`config.mk`:
```
export PLATFORM = sky130hd
export DESIGN_NAME = eps_poller
export DESIGN_NICKNAME = d
export VERILOG_FILES = /design/src/rtl/eps_pkg.sv /design/src/rtl/eps_status_eval.sv /design/src/rtl/eps_confirm.sv /design/src/rtl/eps_read_limit.sv /design/src/rtl/eps_poller.sv
export SDC_FILE = /design/constraint.sdc
export NUM_CORES = 1
export LEC_CHECK = 0
export BUFFER_PORTS_ARGS = -buffer_cell sky130_fd_sc_hd__clkbuf_2
export CORE_MARGIN = 3
export CORE_UTILIZATION = 50
export DETAILED_ROUTE_END_ITERATION = 7
export PLACE_DENSITY = 0.74
export SETUP_SLACK_MARGIN = 0.5
export SYNTH_ARGS = -nofsm -noshare
export SYNTH_HDL_FRONTEND = slang
export SYNTH_SLANG_ARGS = --single-unit
```
`constraint.sdc`:
```
create_clock -name clk_i -period 3 [get_ports clk_i]
set_clock_uncertainty 0.15 [all_clocks]
set_input_delay 0.15 -clock clk_i [delete_from_list [all_inputs] [get_ports clk_i]]
set_output_delay 0.15 -clock clk_i [all_outputs]
set_load 0.01 [all_outputs]
```
`src/rtl/eps_pkg.sv`:
```
package eps_pkg;
  typedef enum logic {
    EPS_IDLE = 1'b0,
    EPS_READ = 1'b1
  } eps_state_e;
endpackage

```
`src/rtl/eps_status_eval.sv`:
```
// Decides whether one returned byte looks like a finished operation.
module eps_status_eval #(
  parameter int DW = 8
) (
  input  logic          toggle_i,
  input  logic          erase_i,
  input  logic [DW-1:0] exp_i,
  input  logic [DW-1:0] data_i,
  input  logic          prev_vld_i,
  input  logic          prev_tog_i,
  output logic          ok_o
);
  localparam int PollBit = DW - 1;
  localparam int TogBit  = DW - 2;

  logic poll_ref;

  always_comb begin
    poll_ref = erase_i ? 1'b1 : exp_i[PollBit];
    if (toggle_i) ok_o = prev_vld_i && (data_i[TogBit] == prev_tog_i);
    else          ok_o = (data_i[PollBit] == poll_ref);
  end
endmodule

```
`src/rtl/eps_confirm.sv`:
```
// Counts consecutive complete-looking reads; hit on the last confirmation.
module eps_confirm #(
  parameter int NCONF = 2
) (
  input  logic clk_i,
  input  logic rst_ni,
  input  logic clear_i,
  input  logic step_i,
  input  logic ok_i,
  output logic hit_o
);
  localparam int CW = $clog2(NCONF + 1);

  logic [CW-1:0] cnt_q;

  assign hit_o = step_i && ok_i && (cnt_q == CW'(NCONF));

  always_ff @(posedge clk_i or negedge rst_ni) begin
    if (!rst_ni) begin
      cnt_q <= '0;
    end else if (clear_i) begin
      cnt_q <= '0;
    end else if (step_i) begin
      if (!ok_i || hit_o) cnt_q <= '0;
      else                cnt_q <= cnt_q + CW'(1);
    end
  end
endmodule

```
`src/rtl/eps_read_limit.sv`:
```
// Read counter with expiry against a programmable limit (0 = off).
module eps_read_limit #(
  parameter int LW = 16
) (
  input  logic          clk_i,
  input  logic          rst_ni,
  input  logic          clear_i,
  input  logic          step_i,
  input  logic [LW-1:0] limit_i,
  output logic          expire_o
);
  logic [LW:0] cnt_q;
  logic [LW:0] cnt_nx;

  assign cnt_nx   = cnt_q + (LW+1)'(1);
  assign expire_o = step_i && (|limit_i) && (cnt_nx >= {1'b0, limit_i});

  always_ff @(posedge clk_i or negedge rst_ni) begin
    if (!rst_ni)      cnt_q <= '0;
    else if (clear_i) cnt_q <= '0;
    else if (step_i)  cnt_q <= cnt_nx;
  end
endmodule

```
`src/rtl/eps_poller.sv`:
```
module eps_poller
  import eps_pkg::*;
#(
  parameter int AW    = 16,
  parameter int DW    = 8,
  parameter int LW    = 16,
  parameter int NCONF = 2
) (
  input  logic          clk_i,
  input  logic          rst_ni,
  input  logic          start_i,
  input  logic          erase_i,
  input  logic          toggle_i,
  input  logic [AW-1:0] addr_i,
  input  logic [DW-1:0] exp_data_i,
  input  logic [LW-1:0] limit_i,
  output logic          rd_req_o,
  output logic [AW-1:0] rd_addr_o,
  input  logic          rd_ack_i,
  input  logic [DW-1:0] rd_data_i,
  output logic          busy_o,
  output logic          done_o,
  output logic          err_timeout_o,
  output logic          err_mismatch_o
);
  localparam int TogBit = DW - 2;

  eps_state_e    state_q;
  logic          erase_q, toggle_q;
  logic [AW-1:0] addr_q;
  logic [DW-1:0] exp_q;
  logic [LW-1:0] limit_q;
  logic          prev_vld_q, prev_tog_q;
  logic          done_q, to_q, mm_q;

  logic accept, ack, ok, hit, expire, fin_ok, fin_to;

  assign accept = start_i && (state_q == EPS_IDLE);
  assign ack    = rd_ack_i && (state_q == EPS_READ);
  assign fin_ok = hit;
  assign fin_to = expire && !hit;

  eps_status_eval #(.DW(DW)) i_eval (
    .toggle_i   (toggle_q),
    .erase_i    (erase_q),
    .exp_i      (exp_q),
    .data_i     (rd_data_i),
    .prev_vld_i (prev_vld_q),
    .prev_tog_i (prev_tog_q),
    .ok_o       (ok)
  );

  eps_confirm #(.NCONF(NCONF)) i_confirm (
    .clk_i   (clk_i),
    .rst_ni  (rst_ni),
    .clear_i (accept),
    .step_i  (ack),
    .ok_i    (ok),
    .hit_o   (hit)
  );

  eps_read_limit #(.LW(LW)) i_limit (
    .clk_i    (clk_i),
    .rst_ni   (rst_ni),
    .clear_i  (accept),
    .step_i   (ack),
    .limit_i  (limit_q),
    .expire_o (expire)
  );

  always_ff @(posedge clk_i or negedge rst_ni) begin
    if (!rst_ni) begin
      state_q    <= EPS_IDLE;
      erase_q    <= 1'b0;
      toggle_q   <= 1'b0;
      addr_q     <= '0;
      exp_q      <= '0;
      limit_q    <= '0;
      prev_vld_q <= 1'b0;
      prev_tog_q <= 1'b0;
      done_q     <= 1'b0;
      to_q       <= 1'b0;
      mm_q       <= 1'b0;
    end else begin
      done_q <= fin_ok;
      to_q   <= fin_to;
      mm_q   <= fin_ok && !erase_q && (rd_data_i != exp_q);
      if (accept) begin
        state_q    <= EPS_READ;
        erase_q    <= erase_i;
        toggle_q   <= toggle_i;
        addr_q     <= addr_i;
        exp_q      <= exp_data_i;
        limit_q    <= limit_i;
        prev_vld_q <= 1'b0;
      end else if (ack) begin
        prev_vld_q <= 1'b1;
        prev_tog_q <= rd_data_i[TogBit];
        if (fin_ok || fin_to) state_q <= EPS_IDLE;
      end
    end
  end

  assign rd_req_o       = (state_q == EPS_READ);
  assign rd_addr_o      = addr_q;
  assign busy_o         = (state_q != EPS_IDLE);
  assign done_o         = done_q;
  assign err_timeout_o  = to_q;
  assign err_mismatch_o = mm_q;
endmodule

```
==> impl_results.md <==
* Gr ovfl total at 0
* Root buf cell: clkbuf_8
* Startpoint Class: flip-flop
* Yosys warns at 0
* Initial Utilization at between 50 and 60%
* Part of the cycle the worst path needs at a little under 100%
* Clock-pin slew on the worst setup and hold paths at 0.07 ns
* Cts bufs inserted at 9
* Synthesized Nets at 453
* Clock Path Buffers at 2
* Finish-stage setup viols at 0
* Number of cell rows at 29
* Critical Path RT at ~3 ns
* Critical Path Fanout Max at 5
* Ys flop type: dfrtp_1
* Pin count of the biggest net entering global routing at 58
* Gpl congestion at about 0.95
* Commonest non-fill, non-tap cell in the layout: nand2_1
* Final Slew Violations at 0
* Synth top area cells: dfrtp_1, nand2_1, ha_1, o21ai_0, xor2_1
* Via density at 5.33
* Die ar. at 0.00781 sq mm
* Worst-Skew Late Latency at ~0.34 ns
* CP Class: flip-flop to flip-flop
* First-pass GRT wire length at roughly 15000 um
* Final #Nets at just under 600
* Die Span Y at roughly 88 um
* Wirelength per Cell at approximately 15 um
* Cells after synthesis at 381
* Final setup TNS at 0 ns
* Worst slew margin at about 30%
* CTS tree: built
* Drt drc at 0
* Compound-cell area share of the yosys netlist at a little over a tenth
* Hold slack at about 0.24 ns
* Worst Tran Pin Value at roughly 1.1 ns
* Initial antenna violation count at 0
* Mux cell area share after synthesis at 0%
* Final min period at approximately 2.9 ns
* Largest family of logic cells by synthesized area: simple AND/OR/NAND/NOR gates
* Area Growth Syn to Fin at 37.4%
* Synth area leader: dfrtp_1
* Synth Area in XOR/XNOR at approximately 6.7%
* Layout cells sized above 1 at 23.7%
* H-tree depth at 3
* Max IR drop VDD at between 0.0003 and 0.0004 V
* Leakage power at ~0.0024 uW
* WL final at 9040 um
* Synth top area share at between 40% and 50%
* Fin. Hold Viols at 0
* Synth unique cells at 37
* Core ar. at approximately 0.0065 sq mm
* FFs w/ async S/R, synth at 100%
* Crit. End Element: flip-flop
* Post-synth EDFFs at 0
* Port-buffer cells at 74
* Post-Synth Adder-Cell Area at around 6.6%
* Hold WC Path Type: input port to flip-flop
* # IOs at 75
* Clk sinks at 67
* Vias at between 3k and 4k
* Power, Total at around 3400 uW
* Die Wd at 88.4 um
* Syn avg cell area at 8.90 sq um
* DR iter-0 viols at between 150 and 200
* RSZ-0062 raised after global routing: yes
* Tot GR Track Use at between 20% and 30%
* Arrival time at the worst endpoint at slightly below 3 ns
* Most frequent cells in the layout: nand2_1, clkbuf_2, dfrtp_1
* FF+latch count, synth at between 60 and 70
* Vias in the first global route at between 3k and 4k
* Antenna Diode Count at 0
* First-pass DRT Iterations at 4
* Seq/Total Area, Yosys at about half
* Post-Synth Simple-Gate Area at a little under a quarter
* Cell area after synthesis at between 0.003 and 0.004 sq mm
* Max-cap check violation count at 0
* Achievable frequency at roughly 350 MHz
* PD cells at ~740 mW/mm^2
* Detail Route Antenna Nets at 0
* Detailed-placement wirelength estimate at about 5700 um
* Status: complete, no violations
[registers in the layout, summed over array words and instances, names as in the netlist]
register,flops
limit_q,16
busy_o,1
i_confirm.cnt_q,2
exp_q,8
prev_tog_q,1
erase_q,1
rd_addr_o,16
err_mismatch_o,1
toggle_q,1
done_o,1
err_timeout_o,1
i_limit.cnt_q,17
prev_vld_q,1
[worst paths after layout]
| path | from | to | slack [ns] | cells past startpoint |
|---|---|---|---|---|
| max | i_limit.cnt_q[0] | err_timeout_o | 0.12 | 11 |
| min | rd_data_i[2] | err_mismatch_o | 0.24 | 5 |
| max reg2reg | i_limit.cnt_q[0] | err_timeout_o | 0.12 | 11 |
| min reg2reg | rd_addr_o[7] | rd_addr_o[7] | 0.33 | 2 |
| max in group asynchronous | rst_ni | limit_q[11] | 1.57 | 3 |
| min in group asynchronous | rst_ni | rd_addr_o[3] | 0.35 | 2 |
[where the power goes]
part / internal [uW] / switching [uW] / total, uW
Clock: 442 / 320 / 762
Sequential: 1220 / 205 / 1430
Combinational: 536 / 702 / 1240
[Yosys cell counts (7+ instances only)]
| cell type | number |
|---|---|
| nand2_1 | 119 |
| dfrtp_1 | 67 |
| nor2_1 | 19 |
| ha_1 | 18 |
| nand4_1 | 9 |
| xnor2_1 | 7 |
| inv_1 | 18 |
| xor2_1 | 17 |
| a21oi_1 | 7 |
| clkbuf_1 | 9 |
| o21ai_0 | 35 |
[per-stage QoR]
stage	area [sq um]	instances	utilization, %	setup slack, ns
after floorplan	3410	381	-	0.453
after global placement	3870	523	59.9	0.218
after detailed placement	3870	523	59.9	0.125
after CTS	4650	595	71.9	0.222
after global routing	4660	597	72.2	-0.0299
final	4660	597	72.2	0.116
[cell type report]
type | count | area (sq um)
clock buffer | 12 | 165
clock inverter | 2 | 35.0
fill | 462 | 1800
inverter | 18 | 67.6
multi-input combinational | 282 | 1650
sequential | 67 | 1680
tap | 77 | 96.3
timing repair buffer | 139 | 971
[routing by layer]
layer / share of wire (%) / vias to the layer above / track usage [%]
met5: 0 / - / 0
met4: 3.0 / 0 / 12.0
met3: 3.6 / 29 / 5.21
met2: 53 / 97 / 44.7
met1: 41 / 1510 / 28.6
li1: - / 1545 / -
[worst max-delay path, cell delays in order (launching register included)]
cell	delay [ns]
dfrtp_1	0.41
nand4_1	0.23
nor3_4	0.36
and3_4	0.25
xor2_1	0.16
ha_1	0.28
nand4_1	0.12
nor3_2	0.06
a221o_1	0.31
a21oi_2	0.13
a31oi_2	0.13
a21boi_2	0.17
[timing repair]
action	CTS	global route
gates resized for setup	8	0
endpoints found under the hold margin	80	0
buffers inserted	13	2
setup endpoints to repair	2	2
pin swaps	10	3
hold buffers	45	0
cloned	0	0
[kinds of logic after synthesis]
logic type,count (synthesis)
xor gates and xnor gates,25
buffers and inverters,32
AOI/OAI and AO/OA,62
DFF,67
and+or+nand+nor,177
adders and majority gates,18
Power figures use the tool's default switching activity.
